File: config.mk
export PLATFORM = sky130hd
export DESIGN_NAME = rfmt_exec_unit
export DESIGN_NICKNAME = d
export VERILOG_FILES = /design/src/rtl/exu_pkg.sv /design/src/rtl/exu_decode.sv /design/src/rtl/exu_lshift.sv /design/src/rtl/exu_alu.sv /design/src/rtl/rfmt_exec_unit.sv
export SDC_FILE = /design/constraint.sdc
export NUM_CORES = 1
export LEC_CHECK = 0
export CELL_PAD_IN_SITES_DETAIL_PLACEMENT = 2
export CELL_PAD_IN_SITES_GLOBAL_PLACEMENT = 2
export CORE_ASPECT_RATIO = 0.9
export CORE_MARGIN = 2
export CORE_UTILIZATION = 37
export CTS_CLUSTER_SIZE = 14
export DETAILED_ROUTE_END_ITERATION = 10
export DONT_BUFFER_PORTS = 1
export PLACE_DENSITY_LB_ADDON = 0.25
export SYNTH_ARGS = -nofsm -noshare
export SYNTH_HDL_FRONTEND = slang
export SYNTH_SLANG_ARGS = --single-unit
export TNS_END_PERCENT = 5
File: constraint.sdc
create_clock -name clk -period 1.6 [get_ports clk]
set_clock_uncertainty 0.2 [all_clocks]
set_input_delay 0.08 -clock clk [delete_from_list [all_inputs] [get_ports clk]]
set_output_delay 0.08 -clock clk [all_outputs]
set_load 0.03 [all_outputs]
File: src/rtl/exu_pkg.sv
package exu_pkg;

    localparam int INSTR_W   = 32;
    localparam int OPC_W     = 6;
    localparam int REG_IDX_W = 5;
    localparam int SHAMT_W   = 5;
    localparam int FUNCT_W   = 6;

    localparam logic [OPC_W-1:0]   OPC_REG = 6'h00;
    localparam logic [FUNCT_W-1:0] FN_ADD  = 6'h20;
    localparam logic [FUNCT_W-1:0] FN_SUB  = 6'h22;
    localparam logic [FUNCT_W-1:0] FN_OR   = 6'h25;
    localparam logic [FUNCT_W-1:0] FN_SLT  = 6'h2A;
    localparam logic [FUNCT_W-1:0] FN_SLL  = 6'h00;
    localparam logic [FUNCT_W-1:0] FN_SLLV = 6'h04;

    typedef enum logic [2:0] {
        OP_NONE,
        OP_ADD,
        OP_SUB,
        OP_OR,
        OP_SLT,
        OP_SLL,
        OP_SLLV
    } exu_op_e;

    typedef struct packed {
        logic [OPC_W-1:0]     opc;
        logic [REG_IDX_W-1:0] rs;
        logic [REG_IDX_W-1:0] rt;
        logic [REG_IDX_W-1:0] rd;
        logic [SHAMT_W-1:0]   shamt;
        logic [FUNCT_W-1:0]   funct;
    } rfmt_word_t;

endpackage

File: src/rtl/exu_decode.sv
module exu_decode
    import exu_pkg::*;
(
    input  rfmt_word_t word,
    output exu_op_e    op,
    output logic       legal
);

    exu_op_e fn_op;

    always_comb begin
        case (word.funct)
            FN_ADD:  fn_op = OP_ADD;
            FN_SUB:  fn_op = OP_SUB;
            FN_OR:   fn_op = OP_OR;
            FN_SLT:  fn_op = OP_SLT;
            FN_SLL:  fn_op = OP_SLL;
            FN_SLLV: fn_op = OP_SLLV;
            default: fn_op = OP_NONE;
        endcase
    end

    assign legal = (word.opc == OPC_REG) && (fn_op != OP_NONE);
    assign op    = legal ? fn_op : OP_NONE;

endmodule

File: src/rtl/exu_lshift.sv
module exu_lshift #(
    parameter int W = 32,
    localparam int SHW = $clog2(W)
) (
    input  logic [W-1:0]   data,
    input  logic [SHW-1:0] amt,
    output logic [W-1:0]   out
);

    logic [W-1:0] stage [0:SHW];

    assign stage[0] = data;

    for (genvar g = 0; g < SHW; g++) begin : g_stage
        assign stage[g+1] = amt[g] ? (stage[g] << (2 ** g)) : stage[g];
    end

    assign out = stage[SHW];

endmodule

File: src/rtl/exu_alu.sv
module exu_alu
    import exu_pkg::*;
#(
    parameter int W = 32,
    localparam int SHW = $clog2(W)
) (
    input  exu_op_e            op,
    input  logic [W-1:0]       a,
    input  logic [W-1:0]       b,
    input  logic [SHAMT_W-1:0] shamt,
    output logic [W-1:0]       res
);

    logic [SHW-1:0] sh_amt;
    logic [W-1:0]   sh_out;
    logic           lt;

    assign sh_amt = (op == OP_SLLV) ? a[SHW-1:0] : shamt[SHW-1:0];
    assign lt     = $signed(a) < $signed(b);

    exu_lshift #(.W(W)) u_lshift (
        .data (b),
        .amt  (sh_amt),
        .out  (sh_out)
    );

    always_comb begin
        case (op)
            OP_ADD:  res = a + b;
            OP_SUB:  res = a - b;
            OP_OR:   res = a | b;
            OP_SLT:  res = {{(W-1){1'b0}}, lt};
            OP_SLL,
            OP_SLLV: res = sh_out;
            default: res = '0;
        endcase
    end

endmodule

File: src/rtl/rfmt_exec_unit.sv
module rfmt_exec_unit
    import exu_pkg::*;
#(
    parameter int XLEN = 32
) (
    input  logic                 clk,
    input  logic                 rst_n,
    input  logic                 in_valid,
    input  logic [INSTR_W-1:0]   instr,
    input  logic [XLEN-1:0]      src_a,
    input  logic [XLEN-1:0]      src_b,
    output logic                 out_valid,
    output logic [XLEN-1:0]      result,
    output logic [REG_IDX_W-1:0] dest_idx,
    output logic                 wr_en,
    output logic                 bad_func
);

    typedef struct packed {
        logic                 vld;
        logic [XLEN-1:0]      res;
        logic [REG_IDX_W-1:0] dst;
        logic                 we;
        logic                 bad;
    } out_state_t;

    rfmt_word_t word;
    exu_op_e    op;
    logic       legal;
    logic [XLEN-1:0] alu_res;
    out_state_t st_d, st_q;

    assign word = rfmt_word_t'(instr);

    exu_decode u_decode (
        .word  (word),
        .op    (op),
        .legal (legal)
    );

    exu_alu #(.W(XLEN)) u_alu (
        .op    (op),
        .a     (src_a),
        .b     (src_b),
        .shamt (word.shamt),
        .res   (alu_res)
    );

    always_comb begin
        st_d     = st_q;
        st_d.vld = in_valid;
        st_d.we  = 1'b0;
        st_d.bad = 1'b0;
        if (in_valid) begin
            st_d.dst = word.rd;
            if (legal) begin
                st_d.res = alu_res;
                st_d.we  = (word.rd != '0);
            end else begin
                st_d.res = '0;
                st_d.bad = 1'b1;
            end
        end
    end

    always_ff @(posedge clk or negedge rst_n) begin
        if (!rst_n) st_q <= '0;
        else        st_q <= st_d;
    end

    assign out_valid = st_q.vld;
    assign result    = st_q.res;
    assign dest_idx  = st_q.dst;
    assign wr_en     = st_q.we;
    assign bad_func  = st_q.bad;

endmodule

==> qor.yml, run 1 <==
ys_types: 91
start_util: 0.376
ys_top_cells_by_area: "ha_1 15%, dfrtp_1 12%, a21oi_1 7.1%"
die_height_um: 145
die_x_um: 160
syn_area_mm2: 0.00814
yosys.area.top_type: "ha_1"
status: "aborted with a tool error"
synthFlopType: "dfrtp_1"
async_flop_share: 1.00
synth_edf_count: 0
lastStage: "detailed placement (3_5_place_dp)"
ys_ff_latch: 40
syn_area_per_cell_um2: 7.18
yosys_warnings: 0
placementRows: 51
syn_nets: 1330
port_buffers: 0
post_synth_inst_count: 1134
hpwl_mm: 45.3
error_line: "[ERROR DPL-0033] detailed placement checks failed during check placement."
gp_congestion: 0.983
ys_seq_area_frac: 0.123
yosysTopAreaCellShare: 0.146
io_pins: 139
-- per-stage QoR --
step              cell area, um^2  worst slack [ps]  hold WS (ps)
floorplan                    8230             -1480          -416
global placement            11200             -1840          -415
-- cell usage after synthesis (20+ instances only) --
| cell | n |
|---|---|
| nand3_1 | 30 |
| nor4_1 | 20 |
| nor2_1 | 100 |
| a211oi_1 | 32 |
| ha_1 | 95 |
| a21oi_1 | 115 |
| inv_1 | 92 |
| nand2_1 | 82 |
| o221ai_1 | 23 |
| nand2b_1 | 25 |
| o21ai_0 | 42 |
| a21o_1 | 20 |
| clkbuf_1 | 54 |
| dfrtp_1 | 40 |
| nor3_1 | 30 |
| mux2i_1 | 27 |
-- cells by family after synthesis --
family,synth area share
adders and majority gates,0.151
DFF,0.123
and+or+nand+nor,0.208
buffers and inverters,0.0885
muxes,0.0553
xor gates and xnor gates,0.00860
AOI/OAI and AO/OA,0.366
==> inputs of run 2 (changes only) <==
Settings changed: CELL_PAD_IN_SITES_DETAIL_PLACEMENT 2 to default, CELL_PAD_IN_SITES_GLOBAL_PLACEMENT 2 to default, CORE_ASPECT_RATIO 0.9 to default, CORE_UTILIZATION 37 to 40, CTS_CLUSTER_SIZE 14 to default, PLACE_DENSITY_LB_ADDON 0.25 to 0.15.
==> run 2 against run 1 <==
Net effect:
- synthesized cell count stayed put
- the flow now finishes, with violations (hold timing, setup timing)
- synthesized area unchanged
==> qor.yml, run 2 <==
status: "complete, but fails checks"
violations: "hold timing, setup timing"
gp_congestion: 0.992
grtUsageTotal: 0.352
synthFlopType: "dfrtp_1"
final_common_cell: "buf_4"
antenna_found_initial: 0
min_path_cells: 4
slowest_stage: "or3_4"
drc: 0
stdcell_count: 1744
vdd_ir_drop_max_v: 0.000341
areaGrowthSynthToFinish_pct: 56.7
async_flop_share: 1.00
tritoncts: "built"
min_period_ps: 2840
regArea_mm2: 0.00100
whs_ps: -13.1
yosys_warnings: 0
grt_pass1_wl_mm: 59.2
clk_pin_slew_ps: 70
ys_ff_latch: 40
core_area_mm2: 0.0201
critical-path-top-delay-family: "compound AO/OA/AOI/OAI gates"
final_core_util: 0.635
multi_input_area_mm2: 0.00752
port_buffers: 0
hold_viol_final: 1
cts_max_path_buffers: 2
power_density_mw_per_mm2: 465
hpwl_mm: 30.3
relSlewSlack: 0.236
syn_area_per_cell_um2: 7.18
cp-start-kind: "input pin"
ys_types: 91
n_antenna_cell: 0
r2r-start: "result[28]"
critPathCaptureType: "flop"
fin_crit_sh: 1.78
r2r_end: "result[28]"
power_mw: 5.93
dr.pass1.iters: 5
drive_gt1_frac: 0.413
htreeDepth: 2
reg2regPathDepth: 4
placementRows: 52
yosys.area.top_type: "ha_1"
path_cells: "or3_4, nor4b_4, a31o_4, buf_12, a22oi_1, a311oi_1, buf_4, mux2i_4, mux2i_2, buf_4, o22ai_2, a211oi_2, buf_4, a21oi_2"
wl_mm: 40.6
numClockSinks: 40
die_height_um: 147
grt_max_degree: 41
crit_type: "in -> reg"
ant_nets: 0
start_util: 0.405
hold_start: "instr[4]"
ys_seq_area_frac: 0.123
drv_slew: 0
ys_top_cells_by_area: "ha_1 15%, dfrtp_1 12%, a21oi_1 7.1%"
worstPathMaxFanout: 6
syn_area_mm2: 0.00814
die_x_um: 147
synth_edf_count: 0
io_pins: 139
worstMarginPinSlew_ps: 1140
p_leak_nw: 5.72
syn_nets: 1330
dieArea_mm2: 0.0215
drt-initial-drc-count: 1218
wl_per_cell_um: 23.3
slowest_delay_ps: 390
final.setup.worst_slack_ps: -1240
largest_register_ffs: 32
r2r_slack_ps: 200
crit_path_frequent_cell: "buf_4"
cap_violations: 0
yosysTopAreaCellShare: 0.146
whs_endpoint: "bad_func"
avgViaCountPerCell: 6.24
grt_pass1_vias: 10400
gr-total-overflow: 0
clockRootBuffer: "clkbuf_16"
synth_common_cells: "115 x a21oi_1, 100 x nor2_1, 95 x ha_1, 92 x inv_1, 82 x nand2_1"
critical_path_required_ps: 1590
setup_viol: 33
cts_inserted_buffers: 5
hp-class: "in -> reg"
post_synth_inst_count: 1134
crit_arrival_ps: 2830
yosysMostFrequentCell: "a21oi_1"
num-fill-cells: 1759
max_freq_mhz: 352
insertion_delay_ps: 300
cp_num_buf_inv: 4
rsz0062_at_grt: "yes"
dp_cells: 1705
nets: 1669
most-common-layout-cells: "378 x buf_4, 101 x a21oi_1, 90 x nor2_1"
via_count: 10900
## run 2: cell counts after synthesis
No cell type changed its count.
## run 2: worst max path at each step
| stage | from | end | slack (ps) | cells past startpoint |
|---|---|---|---|---|
| finish | instr[1] | result[23] | -1240 | 14 |
| global route | instr[1] | result[27] | -1350 | 13 |
| CTS | src_b[16] | result[31] | -1220 | 14 |
| detailed placement | src_b[7] | result[18] | -1820 | 15 |
| global placement | instr[0] | result[29] | -1870 | 13 |
| floorplan | src_a[0] | result[18] | -1480 | 16 |
## run 2: where the power goes
part	total, mW	internal (mW)	switching [mW]
clock network	1.31	0.785	0.522
registers	1.21	1.07	0.145
logic	3.41	1.62	1.80
## run 2: layer usage
metal,global-route usage,up-vias,share of wire
met5,0,-,0
li1,-,4936,-
met1,0.477,5210,0.41
met4,0.141,0,0.043
met3,0.0516,122,0.096
met2,0.563,606,0.45
## run 2: cell type report
| cell class | instances | share of cell area |
|---|---|---|
| Multi-Input combinational cell | 919 | 0.590 |
| Timing Repair Buffer | 414 | 0.263 |
| Sequential cell | 40 | 0.0785 |
| Inverter | 93 | 0.0289 |
| Tap cell | 270 | 0.0265 |
| Clock buffer | 6 | 0.0109 |
| Clock inverter | 2 | 0.00304 |
## run 2: stage by stage
stage                     cell area, um^2  TNS (ps)  setup slack (ps)  hold slack [ps]
final                               12800    -36560             -1240            -13.1
after floorplan                      8230    -38380             -1480             -416
after global placement              11100    -52040             -1870             -415
after global routing                12800    -39080             -1350             12.1
after detailed placement            11100    -51340             -1820             -415
after CTS                           12100    -34540             -1220            -2.70
## run 2: cell families (layout without fill, tap and decap cells)
logic type,count (synthesis),count (layout),synth area share
adder cells (fa/ha/maj),97,97,0.151
multiplexers,41,41,0.0553
XOR/XNOR,8,8,0.00860
AO/OA/AOI/OAI,426,427,0.366
buffers and inverters,176,515,0.0885
flip-flops,40,40,0.123
AND/OR/NAND/NOR,346,346,0.208
## run 2: worst min-delay path: cells and delay by family
family | cells | cell delay [ps]
AND/OR/NAND/NOR | 1 | 70
AO/OA/AOI/OAI | 1 | 20
buffers and inverters | 2 | 270
## run 2: timing repair
item | in CTS | in global routing
setup buffers | 3 | 12
resized for setup | 123 | 106
hold endpoints to repair | 77 | 1
pin swaps | 28 | 45
cloned | 0 | 4
hold buffers | 12 | 1
endpoints found under the setup margin | 33 | 38
(Power assumes the default switching activity.)
